## src/rtl/irq_seq_pkg.sv

```systemverilog
package irq_seq_pkg;
    localparam int DW    = 16;
    localparam int PRI_W = 3;

    typedef enum logic [2:0] {
        ST_IDLE,
        ST_PUSH_PSR,
        ST_PUSH_PC,
        ST_POP_PC,
        ST_POP_PSR
    } seq_state_t;

    typedef struct packed {
        seq_state_t       state;
        logic [DW-1:0]    pc;
        logic [DW-1:0]    psr;
        logic [DW-1:0]    r6;
        logic [DW-1:0]    ssp;
        logic [DW-1:0]    usp;
        logic [DW-1:0]    vec;
        logic [PRI_W-1:0] pri;
        logic             fault;
    } seq_regs_t;
endpackage

```

## src/rtl/irq_gate.sv

```systemverilog
module irq_gate #(
    parameter int PRI_W = 3
) (
    input  logic             idle,
    input  logic             req,
    input  logic [PRI_W-1:0] req_pri,
    input  logic [PRI_W-1:0] run_pri,
    output logic             accept
);
    // strictly higher priority only; privilege does not take part
    always_comb begin
        accept = idle && req && (req_pri > run_pri);
    end
endmodule

```

## src/rtl/stk_step.sv

```systemverilog
module stk_step #(
    parameter int DW = 16
) (
    input  logic [DW-1:0] sp,
    output logic [DW-1:0] sp_dec,
    output logic [DW-1:0] sp_inc
);
    localparam logic [DW-1:0] ONE = DW'(1);
    always_comb begin
        sp_dec = sp - ONE;
        sp_inc = sp + ONE;
    end
endmodule

```

## src/rtl/irq_rti_seq.sv

```systemverilog
module irq_rti_seq
    import irq_seq_pkg::*;
#(
    parameter logic [DW-1:0] PC_INIT  = 16'h0200,
    parameter logic [DW-1:0] PSR_INIT = 16'h8000,
    parameter logic [DW-1:0] SSP_INIT = 16'h3000,
    parameter logic [DW-1:0] USP_INIT = 16'hFE00,
    parameter int            PRIV_BIT = 15,
    parameter int            PRI_LSB  = 8
) (
    input  logic             clk,
    input  logic             rst_n,
    input  logic             irq_req,
    input  logic [PRI_W-1:0] irq_pri,
    input  logic [DW-1:0]    irq_addr,
    input  logic             rti_req,
    output logic             mem_req,
    output logic             mem_we,
    output logic [DW-1:0]    mem_addr,
    output logic [DW-1:0]    mem_wdata,
    input  logic [DW-1:0]    mem_rdata,
    input  logic             mem_ready,
    output logic             busy,
    output logic             priv_fault,
    output logic [DW-1:0]    pc,
    output logic [DW-1:0]    psr,
    output logic [DW-1:0]    r6
);
    seq_regs_t q, d;

    logic          idle;
    logic          accept;
    logic          user_mode;
    logic [DW-1:0] r6_dec, r6_inc, ssp_dec, ssp_unused;

    assign idle      = (q.state == ST_IDLE);
    assign user_mode = q.psr[PRIV_BIT];

    irq_gate #(.PRI_W(PRI_W)) u_gate (
        .idle    (idle),
        .req     (irq_req),
        .req_pri (irq_pri),
        .run_pri (q.psr[PRI_LSB +: PRI_W]),
        .accept  (accept)
    );

    stk_step #(.DW(DW)) u_r6_step (
        .sp     (q.r6),
        .sp_dec (r6_dec),
        .sp_inc (r6_inc)
    );

    stk_step #(.DW(DW)) u_ssp_step (
        .sp     (q.ssp),
        .sp_dec (ssp_dec),
        .sp_inc (ssp_unused)
    );

    // memory port driven from the state alone
    always_comb begin
        mem_req   = 1'b0;
        mem_we    = 1'b0;
        mem_addr  = q.r6;
        mem_wdata = '0;
        case (q.state)
            ST_PUSH_PSR: begin mem_req = 1'b1; mem_we = 1'b1; mem_wdata = q.psr; end
            ST_PUSH_PC:  begin mem_req = 1'b1; mem_we = 1'b1; mem_wdata = q.pc;  end
            ST_POP_PC,
            ST_POP_PSR:  begin mem_req = 1'b1; end
            default: ;
        endcase
    end

    always_comb begin
        d       = q;
        d.fault = 1'b0;
        case (q.state)
            ST_IDLE: begin
                if (accept) begin
                    d.vec   = irq_addr;
                    d.pri   = irq_pri;
                    d.state = ST_PUSH_PSR;
                    if (user_mode) begin
                        d.usp = q.r6;
                        d.r6  = ssp_dec;
                    end else begin
                        d.r6  = r6_dec;
                    end
                end else if (rti_req) begin
                    if (user_mode) d.fault = 1'b1;
                    else           d.state = ST_POP_PC;
                end
            end
            ST_PUSH_PSR: begin
                if (mem_ready) begin
                    d.r6    = r6_dec;
                    d.state = ST_PUSH_PC;
                end
            end
            ST_PUSH_PC: begin
                if (mem_ready) begin
                    d.psr[PRIV_BIT]           = 1'b0;
                    d.psr[PRI_LSB +: PRI_W]   = q.pri;
                    d.pc                      = q.vec;
                    d.state                   = ST_IDLE;
                end
            end
            ST_POP_PC: begin
                if (mem_ready) begin
                    d.pc    = mem_rdata;
                    d.r6    = r6_inc;
                    d.state = ST_POP_PSR;
                end
            end
            ST_POP_PSR: begin
                if (mem_ready) begin
                    d.psr   = mem_rdata;
                    d.state = ST_IDLE;
                    if (mem_rdata[PRIV_BIT]) begin
                        d.ssp = r6_inc;
                        d.r6  = q.usp;
                    end else begin
                        d.r6  = r6_inc;
                    end
                end
            end
            default: d.state = ST_IDLE;
        endcase
    end

    always_ff @(posedge clk) begin
        if (!rst_n) begin
            q.state <= ST_IDLE;
            q.pc    <= PC_INIT;
            q.psr   <= PSR_INIT;
            q.r6    <= USP_INIT;
            q.ssp   <= SSP_INIT;
            q.usp   <= USP_INIT;
            q.vec   <= '0;
            q.pri   <= '0;
            q.fault <= 1'b0;
        end else begin
            q <= d;
        end
    end

    assign busy       = !idle;
    assign priv_fault = q.fault;
    assign pc         = q.pc;
    assign psr        = q.psr;
    assign r6         = q.r6;

    // an access waiting for ready keeps every request field
    p_mem_hold_r12: assert property (@(posedge clk) disable iff (!rst_n)
        (mem_req && !mem_ready) |=> (mem_req && $stable(mem_we)
                                     && $stable(mem_addr) && $stable(mem_wdata)));

    // memory traffic only while a sequence is running
    p_mem_in_busy_r10: assert property (@(posedge clk) disable iff (!rst_n)
        mem_req |-> busy);

    // the fault pulse leaves user mode in place and lasts one cycle
    p_fault_user_r7: assert property (@(posedge clk) disable iff (!rst_n)
        priv_fault |-> (psr[PRIV_BIT] && !busy) ##1 !priv_fault);

    // the final push hands over supervisor mode, priority and routine address
    p_entry_done_r5: assert property (@(posedge clk) disable iff (!rst_n)
        (q.state == ST_PUSH_PC && mem_ready) |=>
            (!psr[PRIV_BIT] && pc == $past(q.vec)
             && psr[PRI_LSB +: PRI_W] == $past(q.pri) && !busy));

    // writes happen only during the push steps
    p_write_push_r4: assert property (@(posedge clk) disable iff (!rst_n)
        (mem_req && mem_we) |-> (q.state == ST_PUSH_PSR || q.state == ST_PUSH_PC));

    // returning to user mode leaves r6 at the user shadow value
    p_user_return_r9: assert property (@(posedge clk) disable iff (!rst_n)
        (q.state == ST_POP_PSR && mem_ready && mem_rdata[PRIV_BIT]) |=>
            (r6 == $past(q.usp)));
endmodule

```

## config.mk

```make
export PLATFORM = sky130hd
export DESIGN_NAME = irq_rti_seq
export DESIGN_NICKNAME = d
export VERILOG_FILES = /design/src/rtl/irq_seq_pkg.sv /design/src/rtl/irq_gate.sv /design/src/rtl/stk_step.sv /design/src/rtl/irq_rti_seq.sv
export SDC_FILE = /design/constraint.sdc
export NUM_CORES = 1
export LEC_CHECK = 0
export BUFFER_PORTS_ARGS = -buffer_cell sky130_fd_sc_hd__buf_2
export CORE_ASPECT_RATIO = 0.6
export CORE_UTILIZATION = 40
export DETAILED_ROUTE_END_ITERATION = 8
export GPL_TIMING_DRIVEN = 0
export PLACE_DENSITY_LB_ADDON = 0.2
export SYNTH_ARGS = -nofsm -noshare
export SYNTH_HDL_FRONTEND = slang
export SYNTH_SLANG_ARGS = --single-unit
```

## constraint.sdc

```tcl
create_clock -name clk -period 2.7 [get_ports clk]
set_clock_uncertainty 0.2 [all_clocks]
set_input_delay 0.135 -clock clk [delete_from_list [all_inputs] [get_ports clk]]
set_output_delay 0.135 -clock clk [all_outputs]
set_load 0.01 [all_outputs]
```

# After elaboration in Yosys (flattened, before gate mapping)

Cells that the tools add are included.
Widths: inputs -> output; s select.

Add/subtract/negate cells: 3
Multiply operators: 0
Div/mod/pow operators: 0
Order comparisons: 1
Equality and inequality tests: 11
Shift operators: 0
Mux-type cells: 24
Bitwise logic cells: 3
Reductions and logical operators: 18

Operators with widths:

| kind                  | count |
|---|---|
| $mux 16               | 6 |
| $pmux 16 s2           | 2 |
| $pmux 16 s4           | 1 |
| $mux 48               | 1 |
| $sub 16x1->16 const B | 2 |
| $mux 20               | 1 |
| $mux 19               | 1 |
| $mux 3                | 6 |
| $add 16x1->16 const B | 1 |
| $pmux 3 s5            | 1 |
| $reduce_and 3->1      | 4 |
| $ne 2x2->1 const B    | 4 |
| $reduce_or 4->1       | 2 |
| $eq 3x2->1 const B    | 2 |
| $ne 3x2->1 const B    | 2 |
| $pmux 3 s2            | 1 |
| $reduce_and 6->1      | 1 |
| $reduce_and 5->1      | 1 |
| $reduce_and 2->1      | 2 |
| $reduce_bool 2->1     | 2 |
| $reduce_bool 4->1     | 1 |
| $eq 3x1->1 const B    | 1 |
| $eq 3x3->1 const B    | 1 |
| $gt 3x3->1            | 1 |
| other kinds (8)       | 13 |

Flip-flop bits (word level): 103
Bits in latches: 0
Memory bits (writable): 0
Memory bits (read-only): 0
Input bits: 40
Output and inout bits: 84
Logic and storage cells: 70
Memories kept: 0

# Logic depth before layout (Yosys ltp)

Depth after elaboration: 5
Mapped depth: 9

# Modules after synthesis

From an unflattened synthesis, not the netlist that was laid out.

Cell total of the unflattened synthesis: 860
Area, all modules: 6,744.0 µm²

By module, submodules not included:

| module      | instances | cells an instance | area each (µm²) | seq. area each (µm²) |
|---|---|---|---|---|
| irq_rti_seq | 1         | 688               | 5,534.1         | 2,062.0 |
| stk_step    | 2         | 81                | 566.8           | 0.0 |
| irq_gate    | 1         | 10                | 76.3            | 0.0 |

# Worst setup path before layout

No wires, ideal clock.

Path kind: register -> register
Start point: register q[36] (netlist name)
End point: register, netlist name mem_addr[10]
Setup time: 141 ps
Arrival: 2,144 ps
Data required time: 2,359 ps
Path slack: 215 ps
Stages on the path, launching flop included: 9
Buffers on the path: 0
Cell sequence: dfxtp_1 -> inv_1 -> ha_1 -> or4b_2 -> or3_2 -> xnor2_1 -> o2bb2ai_1 -> a221oi_1 -> o211ai_1

Word-level cells in the longest chain between the ends: 4

RTL lines:

| element       | line              | source |
|---|---|---|
| from (decl)   | irq_rti_seq.sv:29 | `seq_regs_t q, d;` |
| $sub 16x1->16 | stk_step.sv:10    | `sp_dec = sp - ONE;` |
| $mux 16       | irq_rti_seq.sv:83 | `if (user_mode) begin` |
| $mux 16       | irq_rti_seq.sv:79 | `if (accept) begin` |
| $pmux 16 s4   | irq_rti_seq.sv:77 | `case (q.state)` |

Every way passes these cells. The select of a mux whose other input is x is not followed.
A chain may end at the register's enable or synchronous reset.

# Final worst setup path

Start point: register q[41] (netlist name)
End point: register, netlist name mem_addr[15]

Word-level cells in the longest chain between the ends: 4

RTL lines:

| element       | line |
|---|---|
| $sub 16x1->16 | stk_step.sv:10 |
| $mux 16       | irq_rti_seq.sv:83 |
| $mux 16       | irq_rti_seq.sv:79 |
| $pmux 16 s4   | irq_rti_seq.sv:77 |

Every way passes these cells. The select of a mux whose other input is x is not followed.

==> results by group <==
Yosys
  – Syn nets: ~820
  – Post-Synth Simple-Gate Area: 0.222
  – Most used DFF post-synth: dfxtp_1
  – Asr flop ratio synth: 0
  – Post-synthesis compound-gate area fraction: 0.218
  – Synth cell count leaders: nand2_1, dfxtp_1, a21oi_1
  – Post-synth EDFFs: 0
  – Sequential share of the synthesized area: 0.344
  – Flops & latches, synth: 103
  – Post-synth top area cell: dfxtp_1
  – Synthesized area: ~6000 um2
  – Main area contributors after synthesis: dfxtp_1, buf_4, nand2_1, a21oi_1, nor2_1
  – Most frequent cell after synthesis: nand2_1
  – Largest family of logic cells by synthesized area: simple AND/OR/NAND/NOR gates
  – Post-Synth XOR/XNOR Area: 0.0394
  – Average size of a mapped cell: 7.74 um2
  – Mapped Cells: between 700 and 800
  – Yosys cell types: between 70 and 80
  – Synth Area in Adders: 0.0125
  – Yosys warning count: 0
  – Share of the synthesized area in the top cell type: 0.344
  – Mux contribution to synthesized area: 0.0317

CTS
  – CTS sink cnt: 103
  – Htree depth: 3
  – CTS tree: done
  – Reg clk slew, reported paths: about 0.07 ns
  – Clock insertion delay at the later pin of the skew report: between 0.3 and 0.4 ns
  – Clk root buf: clkbuf_16
  – Total CTS buffers: 9
  – Max Root-Sink Buffers: 2

Pwr
  – Cell-internal power: about 0.0038 W
  – Clock power share: 0.207
  – Sequential group share of total power: 0.300
  – Comb power frac: 0.493
  – Peak VDD IR: roughly 470 uV
  – Leak: about 3.3 nW
  – P_sw: between 0.002 and 0.003 W
  – Switching Share: 0.423
  – Pwr/cell area: 859 nW/um2

Critical path
  – Arrival @ worst endpoint: around 2.7 ns
  – Crit Path Max Fanout: 6
  – Critical path type: register to register
  – CP bufs+invs: 1
  – Largest delay share family, worst path: simple AND/OR/NAND/NOR gates
  – Worst endpoint required time: about 2.7 ns
  – Worst R2R Setup Slack: 0.07 ns
  – CP max-delay cell: or4_4
  – Crit-path max cell delay: ~0.53 ns
  – CP startpoint: q[41]
  – Worst Setup End Kind: register
  – Worst R2R End: mem_addr[15]
  – RR Startpoint: q[41]
  – R2R depth: 7
  – Crit-path cells: or4_4, buf_6, or4_4, o31a_1, o21ai_2, nand3_1, o221a_1
  – Worst Setup Start Kind: register
  – CP most frequent cell: or4_4

Run
  – Max-Cap Viols: 0

Floorplanning
  – Die height: between 90 and 100 um
  – Core ar.: approximately 15,000 um2
  – Starting Density: 0.412
  – # IOs: 124
  – Cell Rows: 34
  – Die W: between 150 and 200 um
  – Die Area: 15,500 um2

Place
  – Port Buf Inserts: ~120
  – RePlAce Congestion: 0.932
  – Inst Count DP: around 1,100
  – Post-DP HPWL: approximately 15 mm

Timing
  – Slew Limit Fails: 0
  – Setup tns final: 0 ns
  – Tcrit/Tclk final: 0.975
  – Setup violators final: 0
  – Max Fclk: about 380 MHz
  – Final hold violations: 0
  – Measured slew at the worst slew-check pin: 0.705 ns
  – Min Tclk post-route: between 2 and 3 ns
  – Fin Hold WS: 0.125 ns
  – Unrepaired setup endpoints after global routing: false
  – Relative slew slack: 0.530

Cells and area
  – Layout cells sized above 1: 0.280
  – Post-layout nets: between 900 and 1,000
  – Area Overhead vs Synth: 28.7%
  – Final core utilization: 0.531
  – Non-Filler Instances: about 1,200
  – Fill count: 1,439
  – Ant. Diodes: 0

Drt
  – # DRC: 0
  – Drt total wl: 20.9 mm
  – Wire per inst: 18.1 um
  – Iter 0 DRT Violations: between 600 and 700
  – Average vias per placed instance: between 5 and 6
  – Vias: between 6,000 and 7,000
  – Antenna-violating nets left: 0
  – Drt first pass iters: 5

Worst hold path
  – Hold Crit Depth: 3
  – Hold crit path type: primary input to register
  – Min-delay src: mem_rdata[15]
  – Hold EP: pc[15]

Global route
  – Largest net degree at the start of global routing: 19
  – Initial antenna violation count: 0
  – GRT Total Usage: 0.270
  – Global-route wire length before repair: 32.6 mm
  – Total global routing overflow: 0
  – Number of global-route vias before repair: around 5,900

Outcome
  – Outcome: finished clean
[registers in the layout, indices dropped and copies added (netlist names)]
signal / cells
mem_addr: 16
pc: 16
psr: 16
priv_fault: 1
q: 54
[worst max path at each step]
stage	depth (start not counted)	to	slack, ns
5_1_grt	7	mem_addr[9]	0.002
3_5_place_dp	7	q[41]	-0.67
6_report	7	mem_addr[15]	0.07
3_3_place_gp	7	q[39]	-0.66
2_1_floorplan	8	mem_addr[10]	0.21
4_1_cts	7	mem_addr[15]	0.006
[layer usage]
metal,wire length (um),track usage,vias up
li1,-,-,3039
met2,7810,0.355,361
met3,2540,0.0759,21
met4,194,0.0527,0
met1,10300,0.423,3006
met5,0,0,-
[per-stage QoR]
step	power [W]	instance area [um2]	setup slack, ns
4_1_cts	0.00646	7610	0.00644
6_report	0.00663	7720	0.0679
2_1_floorplan	0.00401	6000	0.215
5_1_grt	0.00698	7720	0.00250
3_3_place_gp	0.00495	6860	-0.658
3_5_place_dp	0.00497	6860	-0.673
[cell type report]
cell class / instances / area (um2) / share of cell area
Multi-Input combinational cell: 530 / 3260 / 0.423
Sequential cell: 103 / 2070 / 0.268
Timing Repair Buffer: 165 / 1020 / 0.132
Buffer: 123 / 758 / 0.0982
Tap cell: 198 / 248 / 0.0321
Clock buffer: 10 / 229 / 0.0297
Clock inverter: 6 / 77.6 / 0.0100
Inverter: 15 / 57.6 / 0.00745
[what timing repair did]
action	in CTS	in global routing
setup endpoints to repair	49	59
cloned	0	0
hold buffers	35	0
resized for setup	25	39
pin swaps	1	5
endpoints found under the hold margin	50	0
buffers inserted	3	5
[layout by cell type (no fill, tap or decap), drive strengths merged, types with 6 or more instances in the layout]
cell	instances
nor4	10
dfxtp	103
buf	199
or4	6
a211oi	16
a21oi	70
xnor2	16
o221ai	20
nand2	126
mux2i	19
dlygate4sd3	35
o21ai	24
and2	7
clkbuf	63
nand4	8
nor2	58
a22o	15
nand3	17
o211ai	10
inv	17
ha	6
xor2	11
nor3	16
[power groups by stage]
stage                     Clock, W  Combinational (W)  Sequential (W)
after global routing       0.00145            0.00351         0.00202
final                      0.00137            0.00327         0.00199
after detailed placement         0            0.00295         0.00201
after CTS                  0.00139            0.00309         0.00198
after global placement           0            0.00295         0.00200
after floorplan                  0            0.00209         0.00193
[logic make-up after synthesis]
family | after synthesis
flip-flops | 103
XOR/XNOR | 27
buffers and inverters | 142
adder cells (fa/ha/maj) | 6
AND/OR/NAND/NOR | 283
multiplexers | 19
AO/OA/AOI/OAI | 195
[worst min-delay path, stage by stage]
cell and delay [ns]:
buf_2 0.18, o221ai_1 0.23, a21oi_1 0.08
(Power assumes the default switching activity.)
